--- src/rtl/rtc_front_pkg.sv ---
`timescale 1ns/1ps
package rtc_front_pkg;

    localparam int DATA_W = 32;
    localparam int ADDR_W = 2;
    localparam int N_FLAG = 3;

    localparam logic [ADDR_W-1:0] ADDR_CFG  = 2'd0;
    localparam logic [ADDR_W-1:0] ADDR_STAT = 2'd1;
    localparam logic [ADDR_W-1:0] ADDR_CNT  = 2'd2;

    // flag positions, LSB numbering; MSB-first positions 2, 18, 21
    localparam int RTCF_POS = DATA_W - 1 - 2;
    localparam int APIF_POS = DATA_W - 1 - 18;
    localparam int ROVF_POS = DATA_W - 1 - 21;

    localparam int FLAG_RTC = 0;
    localparam int FLAG_API = 1;
    localparam int FLAG_ROV = 2;

    typedef enum logic [1:0] {
        SRC_XTAL_SLOW = 2'b00,
        SRC_IRC_LOW   = 2'b01,
        SRC_IRC_HIGH  = 2'b10,
        SRC_XTAL_FAST = 2'b11
    } src_sel_e;

    typedef enum logic {
        CNT_IDLE = 1'b0,
        CNT_RUN  = 1'b1
    } cnt_state_e;

    typedef struct packed {
        logic     rov_ie;
        logic     api_ie;
        logic     rtc_ie;
        logic     div32_on;
        logic     div512_on;
        src_sel_e src_sel;
    } cfg_t;

    localparam int CFG_W = $bits(cfg_t);

    function automatic int flag_pos(input int idx);
        case (idx)
            FLAG_RTC: flag_pos = RTCF_POS;
            FLAG_API: flag_pos = APIF_POS;
            default:  flag_pos = ROVF_POS;
        endcase
    endfunction

endpackage

--- src/rtl/rtc_src_mux.sv ---
`timescale 1ns/1ps
module rtc_src_mux #(
    parameter int N_SRC = 4,
    localparam int SEL_W = $clog2(N_SRC)
) (
    input  logic [N_SRC-1:0] src_tick,
    input  logic [SEL_W-1:0] sel,
    input  logic             run,
    output logic             tick_o
);

    logic [N_SRC-1:0] hit;

    generate
        for (genvar g = 0; g < N_SRC; g++) begin : g_src
            assign hit[g] = src_tick[g] && (sel == SEL_W'(g));
        end
    endgenerate

    assign tick_o = run && (|hit);

endmodule

--- src/rtl/rtc_prescale.sv ---
`timescale 1ns/1ps
module rtc_prescale #(
    parameter int RATIO = 512,
    localparam int CW = $clog2(RATIO)
) (
    input  logic clk,
    input  logic rst_n,
    input  logic clr,
    input  logic stage_on,
    input  logic tick_i,
    output logic tick_o
);

    localparam logic [CW-1:0] LAST = CW'(RATIO - 1);

    logic [CW-1:0] div_q;
    logic          at_last;

    assign at_last = (div_q == LAST);

    always_ff @(posedge clk or negedge rst_n) begin
        if (!rst_n) begin
            div_q <= '0;
        end else if (clr || !stage_on) begin
            div_q <= '0;
        end else if (tick_i) begin
            div_q <= at_last ? '0 : div_q + 1'b1;
        end
    end

    always_comb begin
        if (stage_on) begin
            tick_o = tick_i && at_last;
        end else begin
            tick_o = tick_i;
        end
    end

endmodule

--- src/rtl/rtc_tick_counter.sv ---
`timescale 1ns/1ps
module rtc_tick_counter
    import rtc_front_pkg::*;
#(
    parameter int CNT_W = 32
) (
    input  logic             clk,
    input  logic             rst_n,
    input  logic             cnt_en,
    input  logic             tick_i,
    input  logic             load_en,
    input  logic [CNT_W-1:0] load_val,
    output logic             run_o,
    output logic [CNT_W-1:0] cnt_o,
    output logic             wrap_o
);

    cnt_state_e       state_q, state_d;
    logic [CNT_W-1:0] cnt_q;

    always_ff @(posedge clk or negedge rst_n) begin
        if (!rst_n) begin
            state_q <= CNT_IDLE;
        end else begin
            state_q <= state_d;
        end
    end

    always_comb begin
        state_d = state_q;
        unique case (state_q)
            CNT_IDLE: if (cnt_en)  state_d = CNT_RUN;
            CNT_RUN:  if (!cnt_en) state_d = CNT_IDLE;
        endcase
    end

    always_comb begin
        unique case (state_q)
            CNT_IDLE: run_o = 1'b0;
            CNT_RUN:  run_o = 1'b1;
        endcase
    end

    always_ff @(posedge clk or negedge rst_n) begin
        if (!rst_n) begin
            cnt_q <= '0;
        end else if (load_en) begin
            cnt_q <= load_val;
        end else if (tick_i) begin
            cnt_q <= cnt_q + 1'b1;
        end
    end

    assign cnt_o  = cnt_q;
    assign wrap_o = tick_i && !load_en && (&cnt_q);

endmodule

--- src/rtl/rtc_status_flags.sv ---
`timescale 1ns/1ps
module rtc_status_flags
    import rtc_front_pkg::*;
(
    input  logic              clk,
    input  logic              por_n,
    input  logic [N_FLAG-1:0] set_i,
    input  logic              clr_we,
    input  logic [DATA_W-1:0] clr_data,
    output logic [N_FLAG-1:0] flags_o,
    output logic [DATA_W-1:0] word_o
);

    logic [N_FLAG-1:0] flag_q;

    generate
        for (genvar g = 0; g < N_FLAG; g++) begin : g_flag
            localparam int POS = flag_pos(g);
            always_ff @(posedge clk or negedge por_n) begin
                if (!por_n) begin
                    flag_q[g] <= 1'b0;
                end else if (set_i[g]) begin
                    flag_q[g] <= 1'b1;
                end else if (clr_we && clr_data[POS]) begin
                    flag_q[g] <= 1'b0;
                end
            end
        end
    endgenerate

    always_comb begin
        word_o = '0;
        for (int i = 0; i < N_FLAG; i++) begin
            word_o[flag_pos(i)] = flag_q[i];
        end
    end

    assign flags_o = flag_q;

endmodule

--- src/rtl/rtc_front.sv ---
`timescale 1ns/1ps
module rtc_front
    import rtc_front_pkg::*;
#(
    parameter int N_SRC = 4,
    parameter int DIV_A = 512,
    parameter int DIV_B = 32,
    parameter int CNT_W = 32
) (
    input  logic              clk,
    input  logic              rst_n,
    input  logic              por_n,
    input  logic [N_SRC-1:0]  src_tick,
    input  logic              cnt_en,
    input  logic              rtc_match,
    input  logic              api_match,
    input  logic              bus_wr,
    input  logic [ADDR_W-1:0] bus_addr,
    input  logic [DATA_W-1:0] bus_wdata,
    output logic [DATA_W-1:0] bus_rdata,
    output logic              irq
);

    localparam int SEL_W = $clog2(N_SRC);

    cfg_t              cfg_q;
    cfg_t              cfg_w;
    logic              run;
    logic              tick_src, tick_a, tick_b;
    logic [CNT_W-1:0]  cnt_q;
    logic              wrap;
    logic [N_FLAG-1:0] flags;
    logic [N_FLAG-1:0] ie;
    logic [DATA_W-1:0] stat_word;
    logic              wr_cfg, wr_stat, wr_cnt;

    assign wr_cfg  = bus_wr && (bus_addr == ADDR_CFG);
    assign wr_stat = bus_wr && (bus_addr == ADDR_STAT);
    assign wr_cnt  = bus_wr && (bus_addr == ADDR_CNT) && !cnt_en;

    assign cfg_w = cfg_t'(bus_wdata[CFG_W-1:0]);

    always_ff @(posedge clk or negedge rst_n) begin
        if (!rst_n) begin
            cfg_q <= '0;
        end else if (wr_cfg) begin
            cfg_q.rtc_ie <= cfg_w.rtc_ie;
            cfg_q.api_ie <= cfg_w.api_ie;
            cfg_q.rov_ie <= cfg_w.rov_ie;
            if (!cnt_en) begin
                cfg_q.src_sel   <= cfg_w.src_sel;
                cfg_q.div512_on <= cfg_w.div512_on;
                cfg_q.div32_on  <= cfg_w.div32_on;
            end
        end
    end

    rtc_src_mux #(.N_SRC(N_SRC)) u_mux (
        .src_tick (src_tick),
        .sel      (SEL_W'(cfg_q.src_sel)),
        .run      (run),
        .tick_o   (tick_src)
    );

    rtc_prescale #(.RATIO(DIV_A)) u_div_a (
        .clk      (clk),
        .rst_n    (rst_n),
        .clr      (!run),
        .stage_on (cfg_q.div512_on),
        .tick_i   (tick_src),
        .tick_o   (tick_a)
    );

    rtc_prescale #(.RATIO(DIV_B)) u_div_b (
        .clk      (clk),
        .rst_n    (rst_n),
        .clr      (!run),
        .stage_on (cfg_q.div32_on),
        .tick_i   (tick_a),
        .tick_o   (tick_b)
    );

    rtc_tick_counter #(.CNT_W(CNT_W)) u_cnt (
        .clk      (clk),
        .rst_n    (rst_n),
        .cnt_en   (cnt_en),
        .tick_i   (tick_b),
        .load_en  (wr_cnt),
        .load_val (bus_wdata[CNT_W-1:0]),
        .run_o    (run),
        .cnt_o    (cnt_q),
        .wrap_o   (wrap)
    );

    rtc_status_flags u_flags (
        .clk      (clk),
        .por_n    (por_n),
        .set_i    ({wrap, api_match, rtc_match}),
        .clr_we   (wr_stat),
        .clr_data (bus_wdata),
        .flags_o  (flags),
        .word_o   (stat_word)
    );

    assign ie  = {cfg_q.rov_ie, cfg_q.api_ie, cfg_q.rtc_ie};
    assign irq = |(flags & ie);

    always_comb begin
        unique case (bus_addr)
            ADDR_CFG:  bus_rdata = DATA_W'(cfg_q);
            ADDR_STAT: bus_rdata = stat_word;
            ADDR_CNT:  bus_rdata = DATA_W'(cnt_q);
            default:   bus_rdata = '0;
        endcase
    end

endmodule

--- config.mk ---
export PLATFORM = sky130hd
export DESIGN_NAME = rtc_front
export DESIGN_NICKNAME = d
export VERILOG_FILES = /design/src/rtl/rtc_front_pkg.sv /design/src/rtl/rtc_src_mux.sv /design/src/rtl/rtc_prescale.sv /design/src/rtl/rtc_tick_counter.sv /design/src/rtl/rtc_status_flags.sv /design/src/rtl/rtc_front.sv
export SDC_FILE = /design/constraint.sdc
export NUM_CORES = 1
export LEC_CHECK = 0
export BUFFER_PORTS_ARGS = -buffer_cell sky130_fd_sc_hd__buf_2
export CAP_MARGIN = 20
export CORE_MARGIN = 1
export CORE_UTILIZATION = 39
export DETAILED_ROUTE_END_ITERATION = 12
export SYNTH_ARGS = -nofsm -noshare
export SYNTH_HDL_FRONTEND = slang
export SYNTH_SLANG_ARGS = --single-unit
--- constraint.sdc ---
create_clock -name clk -period 5.75 [get_ports clk]
set_input_delay 0.8625 -clock clk [delete_from_list [all_inputs] [get_ports clk]]
set_output_delay 0.8625 -clock clk [all_outputs]
set_load 0.05 [all_outputs]
==> results of run 1 <==
cell type report:
type	instances	area (sq um)	area share, %
timing repair buffer	81	422.9	10.22
inverter	5	18.77	0.4536
multi-input combinational	310	1961	47.38
sequential	57	1426	34.47
clock inverter	3	15.01	0.3629
clock buffer	13	158.9	3.840
tap	108	135.1	3.266
sequential cells by signal (all words and copies together) (netlist names):
name	count
u_div_a.div_q	9
u_cnt.cnt_o	32
u_div_b.div_q	5
cfg_q	7
u_cnt.state_q	1
u_flags.flags_o	3
kinds of logic after synthesis:
group / Yosys count
simple gates: 194
compound gates: 69
flops: 57
xor+xnor: 22
buf+inv: 21
mux: 20
fa+ha+maj: 5
per-layer routing:
metal	vias to the layer above	GRT usage, %	share of wire [%]	wire length, um
met5	-	0	0	0
met4	0	6.618	1.0	89
met3	8	4.304	4.7	418
met2	76	32.45	46	4079
met1	1479	28.61	48	4237
li1	1557	-	-	-
power by group through the flow:
stage,clock [uW],combinational (uW),sequential [uW]
global placement,0,348,563
floorplan,0,273,536
global route,363,388,573
finish,338,352,558
CTS,348,355,558
detailed placement,0,353,564
through the flow:
step	hold slack [ns]	util (%)	instances	setup WS, ns
floorplan	0.4683	-	388	2.853
global placement	0.4998	45.50	560	2.630
detailed placement	0.5033	45.50	560	2.539
CTS	0.3013	47.51	576	2.622
global route	0.3000	47.68	577	2.369
finish	0.3137	47.68	577	2.606
layout by cell type, fill, tap and decap left out, drive strengths merged, types with 4 or more instances in the layout:
cell type,count
xnor2,13
mux2i,10
nor3,10
nor2,35
ha,5
mux2,9
nand3,17
o21ai,29
dfrtp,57
buf,81
and2,25
a21oi,16
and4,5
xor2,9
nand2,41
nand2b,4
and3,10
nor2b,4
clkbuf,13
or3,4
a31oi,11
inv,5
nand4,16
nor4,7
synthesized netlist by cell type, drive strengths merged (10+ instances only):
cell    count  area share (%)
and3       10             1.8
a31oi      11             2.0
and2       25             4.5
nand4      16             3.5
nor3       10             1.4
a21oi      16             2.3
xnor2      13             3.3
mux2i      10             2.9
o21ai      29             4.2
nand3      17             2.6
clkbuf     12             1.3
nor2       35             3.8
dfrtp      57              41
nand2      41             4.4
how the worst max path moves through the flow:
stage / endpoint / slack (ns) / startpoint / depth (start not counted)
floorplan: bus_rdata[0] / 2.85 / bus_addr[1] / 3
global placement: u_cnt.cnt_o[31] / 2.63 / bus_addr[1] / 7
global route: u_cnt.cnt_o[29] / 2.37 / u_div_a.div_q[0] / 10
CTS: u_cnt.cnt_o[29] / 2.62 / u_div_a.div_q[0] / 10
detailed placement: u_cnt.cnt_o[31] / 2.54 / bus_addr[1] / 7
finish: u_cnt.cnt_o[29] / 2.61 / u_div_a.div_q[0] / 10
==> flow_metrics.py, run 1 <==
metrics = {
    "outcome": {
        "status": "finished, final reports clean",
    },
    "critical_path": {
        "end_kind": "flip-flop",
        "critical_path_class": "flip-flop to flip-flop",
        "cp_top_family": "simple AND/OR/NAND/NOR gates",
        "r2r_end": "u_cnt.cnt_o[29]",
        "slowest_delay_ns": 0.55,
        "cp_num_buf_inv": 0,
        "crit_chain": "ha_1, and3_1, and3_1, and3_1, ha_1, nand2b_1, and3_1, nand4_2, or3b_2, a31oi_1",
        "path_max_fanout": 16,
        "rr_startpoint": "u_div_a.div_q[0]",
        "critPathSlowestCell": "or3b_2",
        "cp.required_ns": 6.01,
        "reg2reg_slack_ns": 2.61,
        "crit_path_frequent_cell": "and3_1",
        "r2r_cells": 10,
        "worstSetupStartpointType": "flip-flop",
        "critPathArrivalTime_ns": 3.40,
    },
    "power_and_ir_drop": {
        "sw_frac_of_total_pct": 38.04,
        "p_leak_uw": 0.001792,
        "p_int_uw": 773.2,
        "p_seq_share_pct": 44.7,
        "power.density_mw_per_mm2": 301.6,
        "switching_power_uw": 474.7,
        "ir_drop_v": 0.0001382,
        "p_clk_share_pct": 27.1,
        "power.total_uw": 1248,
        "power_frac_comb_pct": 28.2,
    },
    "flow_run": {
        "drv_cap": 0,
    },
    "cells_and_area": {
        "nNetsFinal": 514,
        "fillCellCount": 870,
        "drive_above_1_share_pct": 24.31,
        "antennaDiodeCount": 0,
        "area_growth_pct": 18.91,
        "final_area_sq_mm": 0.004138,
    },
    "floorplanning": {
        "core_area_sq_mm": 0.008678,
        "start_util_pct": 40.10,
        "die_x_um": 96.46,
        "io_pins": 78,
        "die_h_um": 96.46,
        "placementRows": 34,
        "die_area_sq_mm": 0.009304,
    },
    "clocking": {
        "cts.sinks": 57,
        "cts.reportedPaths.clkPinSlew_ns": 0.07,
        "cts_buffers": 9,
        "ctsResizeCount": 0,
        "postCtsSetupRepairBufs": 0,
        "h-tree-depth": 3,
        "cts_tree": "built",
        "cts_root_buffer": "clkbuf_8",
        "hold_buffers": 0,
        "clockBufferDepth": 2,
        "worstSkewPairLatency_ns": 0.34,
    },
    "sta": {
        "fin_crit_ns": 3.144,
        "setup_tns_ns": 0,
        "fmax_mhz": 318.0,
        "maxSlewViolCount": 0,
        "finalCritPeriodShare_pct": 54.68,
        "hold_violations": 0,
        "clock_skew_ns": 0.006996,
        "slew_headroom_pct": 40.28,
        "finalSetupViolations": 0,
        "worst_pin_slew_ns": 0.8833,
        "rsz0062_at_grt": "false",
    },
    "grt": {
        "antenna_found_initial": 0,
        "grt_pass1_wl_um": 14610,
        "grt-ovfl-total": 0,
        "grt.total_usage_pct": 20.73,
        "grt_max_degree": 55,
        "grt_pass1_vias": 2957,
    },
    "yosys": {
        "synth-simple-area-share_pct": 31.00,
        "synth_compound_area_share_pct": 11.58,
        "ys_seq_area_share_pct": 40.99,
        "synth_xor_area_share_pct": 5.538,
        "synth_edf_count": 0,
        "synth_warnings": 0,
        "ys_async_sr_fraction_pct": 100.0,
        "synth_top_family_by_area": "simple AND/OR/NAND/NOR gates",
        "synth_area_sq_mm": 0.003480,
        "syn_avg_cell_area_sq_um": 8.968,
        "ys.flop_type": "dfrtp_1",
        "yosysUniqueCellTypes": 51,
        "synth_seq_cells": 57,
        "synth_nets": 438,
        "synthMuxAreaShare_pct": 6.437,
        "synthCells": 388,
        "synth_adder_area_share_pct": 1.798,
    },
    "routing": {
        "routed-via-count": 3120,
        "wl_per_cell_um": 15.29,
        "dr.pass1.iters": 4,
        "vias_per_cell": 5.407,
        "drtAntennaViolNets": 0,
        "drt-initial-drc-count": 99,
        "drc": 0,
        "wl_um": 8824,
    },
    "placement": {
        "place_hpwl_um": 6319,
        "place_area_sq_mm": 0.003949,
        "place.gp.congestion": 0.8111,
        "io_buffer_count": 77,
    },
    "hold_path": {
        "hold_class": "input port to async pin",
    },
}
(Power assumes the default switching activity.)
==> run 2: changes to the inputs <==
Clock period 5.75 ns to 2.6 ns, I/O delays scaled along.
==> run 2 against run 1 <==
Effect of this change: cell count grew 2.3%; clock skew grew 0.0018 ns; critical path depth is the same; register-to-register slack lost 2.5 ns; maximum frequency grew 26%; die area is the same; routed wire length grew 4.8%; core utilization grew 2.1 points; critical endpoint unchanged.
==> flow_metrics.py, run 2 (same netlist as run 1, synthesis figures left out) <==
metrics = {
    "cells_and_area": {
        "antennaDiodeCount": 0,
        "area_growth_pct": 24.13,
        "layout_commonest_cell": "buf_2",
        "utilization_pct": 49.77,
        "drive_above_1_share_pct": 27.59,
        "final_cell_mix": "77 x buf_2, 57 x dfrtp_1, 41 x nand2_1",
        "nNetsFinal": 530,
        "largest_reg_flops": 32,
    },
    "sta": {
        "slew_headroom_pct": 56.23,
        "hold_violations": 0,
        "maxSlewViolCount": 0,
        "clock_skew_ns": 0.008749,
        "finalCritPeriodShare_pct": 96.23,
        "whs_ns": 0.07786,
        "finalSetupViolations": 0,
        "worst_pin_slew_ns": 0.6565,
        "fin_crit_ns": 2.502,
        "fmax_mhz": 399.7,
    },
    "grt": {
        "grt.total_usage_pct": 20.84,
        "antenna_found_initial": 0,
        "grt_pass1_vias": 2941,
        "grt_pass1_wl_um": 14600,
        "grt-ovfl-total": 0,
        "grt_max_degree": 29,
    },
    "routing": {
        "drtAntennaViolNets": 0,
        "wl_per_cell_um": 15.67,
        "routed-via-count": 3200,
        "wl_um": 9247,
        "vias_per_cell": 5.424,
        "dr.pass1.iters": 4,
        "drc": 0,
        "drt-initial-drc-count": 132,
    },
    "clocking": {
        "cts_buffers": 9,
        "cts.sinks": 57,
        "cts_root_buffer": "clkbuf_8",
        "cts.reportedPaths.clkPinSlew_ns": 0.07,
        "h-tree-depth": 3,
        "worstSkewPairLatency_ns": 0.33,
        "clockBufferDepth": 2,
        "cts_tree": "built",
    },
    "outcome": {
        "status": "finished, final reports clean",
    },
    "floorplanning": {
        "start_util_pct": 40.10,
        "die_area_sq_mm": 0.009304,
        "core_area_sq_mm": 0.008678,
        "io_pins": 78,
        "placementRows": 34,
        "die_h_um": 96.46,
        "die_x_um": 96.46,
    },
    "placement": {
        "place_hpwl_um": 6697,
        "io_buffer_count": 77,
        "place.gp.congestion": 0.8222,
    },
    "critical_path": {
        "end_kind": "flip-flop",
        "worstSetupStartpointType": "flip-flop",
        "cp.required_ns": 2.85,
        "critPathArrivalTime_ns": 2.75,
        "path_max_fanout": 5,
        "critical_path_class": "flip-flop to flip-flop",
    },
    "power_and_ir_drop": {
        "p_leak_uw": 0.001862,
        "power.density_mw_per_mm2": 648.1,
        "ir_drop_v": 0.0004475,
    },
    "flow_run": {
        "drv_cap": 0,
    },
    "hold_path": {
        "hold_class": "input port to async pin",
    },
}
-- run 2: final timing paths --
kind,startpoint,to,slack (ns),cells past startpoint
worst max-delay path,u_div_a.div_q[1],u_cnt.cnt_o[29],0.1,10
worst min-delay path,rst_n,u_div_b.div_q[2],0.08,1
worst max register to register,u_div_a.div_q[1],u_cnt.cnt_o[29],0.1,10
worst min register to register,u_flags.flags_o[1],u_flags.flags_o[1],0.51,1
max in group asynchronous,rst_n,u_cnt.cnt_o[26],1.93,2
min in group clk,cnt_en,u_cnt.state_q,0.22,1
-- run 2: cell type report --
cell class | count | area, sq um
flip-flops and latches | 57 | 1426
well taps | 108 | 135.1
fillers | 891 | 4359
repair buffers | 95 | 555.5
inverters | 5 | 18.77
clock buffers | 13 | 168.9
multi-input cells | 312 | 2014
-- run 2: critical path: stages (launching register included) --
cell and delay [ns]:
dfrtp_1 0.36, ha_2 0.19, and3_4 0.19, and3_4 0.18, and3_1 0.16, ha_2 0.18
nand2b_2 0.13, and3_4 0.23, nand4_4 0.15, or3b_2 0.48, a31oi_1 0.16
-- run 2: metal layers --
layer	track usage [%]	part of all wire, %
met4	5.637	0.97
met1	28.37	48
met5	0	0
met2	33.22	47
met3	4.851	4.7
-- run 2: power by group --
part	internal (uW)	switching (uW)	total [uW]
registers	1030	201	1230
logic	311	511	822
clock network	409	335	744
total	1750	1050	2800
-- run 2: repair_timing --
item / in CTS / in global routing
hold buffers: 1 / 0
endpoints found under the setup margin: 3 / 10
hold endpoints to repair: 3 / 0
gates cloned: 0 / 2
buffers inserted: 0 / 2
pin swaps: 0 / 4
gates resized for setup: 1 / 8
-- run 2: metrics by stage --
| step | worst slack [ns] | TNS [ns] | cell area [sq um] | cells | power (uW) |
|---|---|---|---|---|---|
| floorplan | 0.04978 | 0 | 3482 | 388 | 1791 |
| global placement | 0.02288 | 0 | 4066 | 572 | 2038 |
| detailed placement | -0.05907 | -0.09735 | 4066 | 572 | 2051 |
| CTS | 0.004028 | 0 | 4254 | 586 | 2816 |
| global route | -0.01110 | -0.02270 | 4319 | 590 | 2965 |
| finish | 0.09809 | 0 | 4319 | 590 | 2799 |
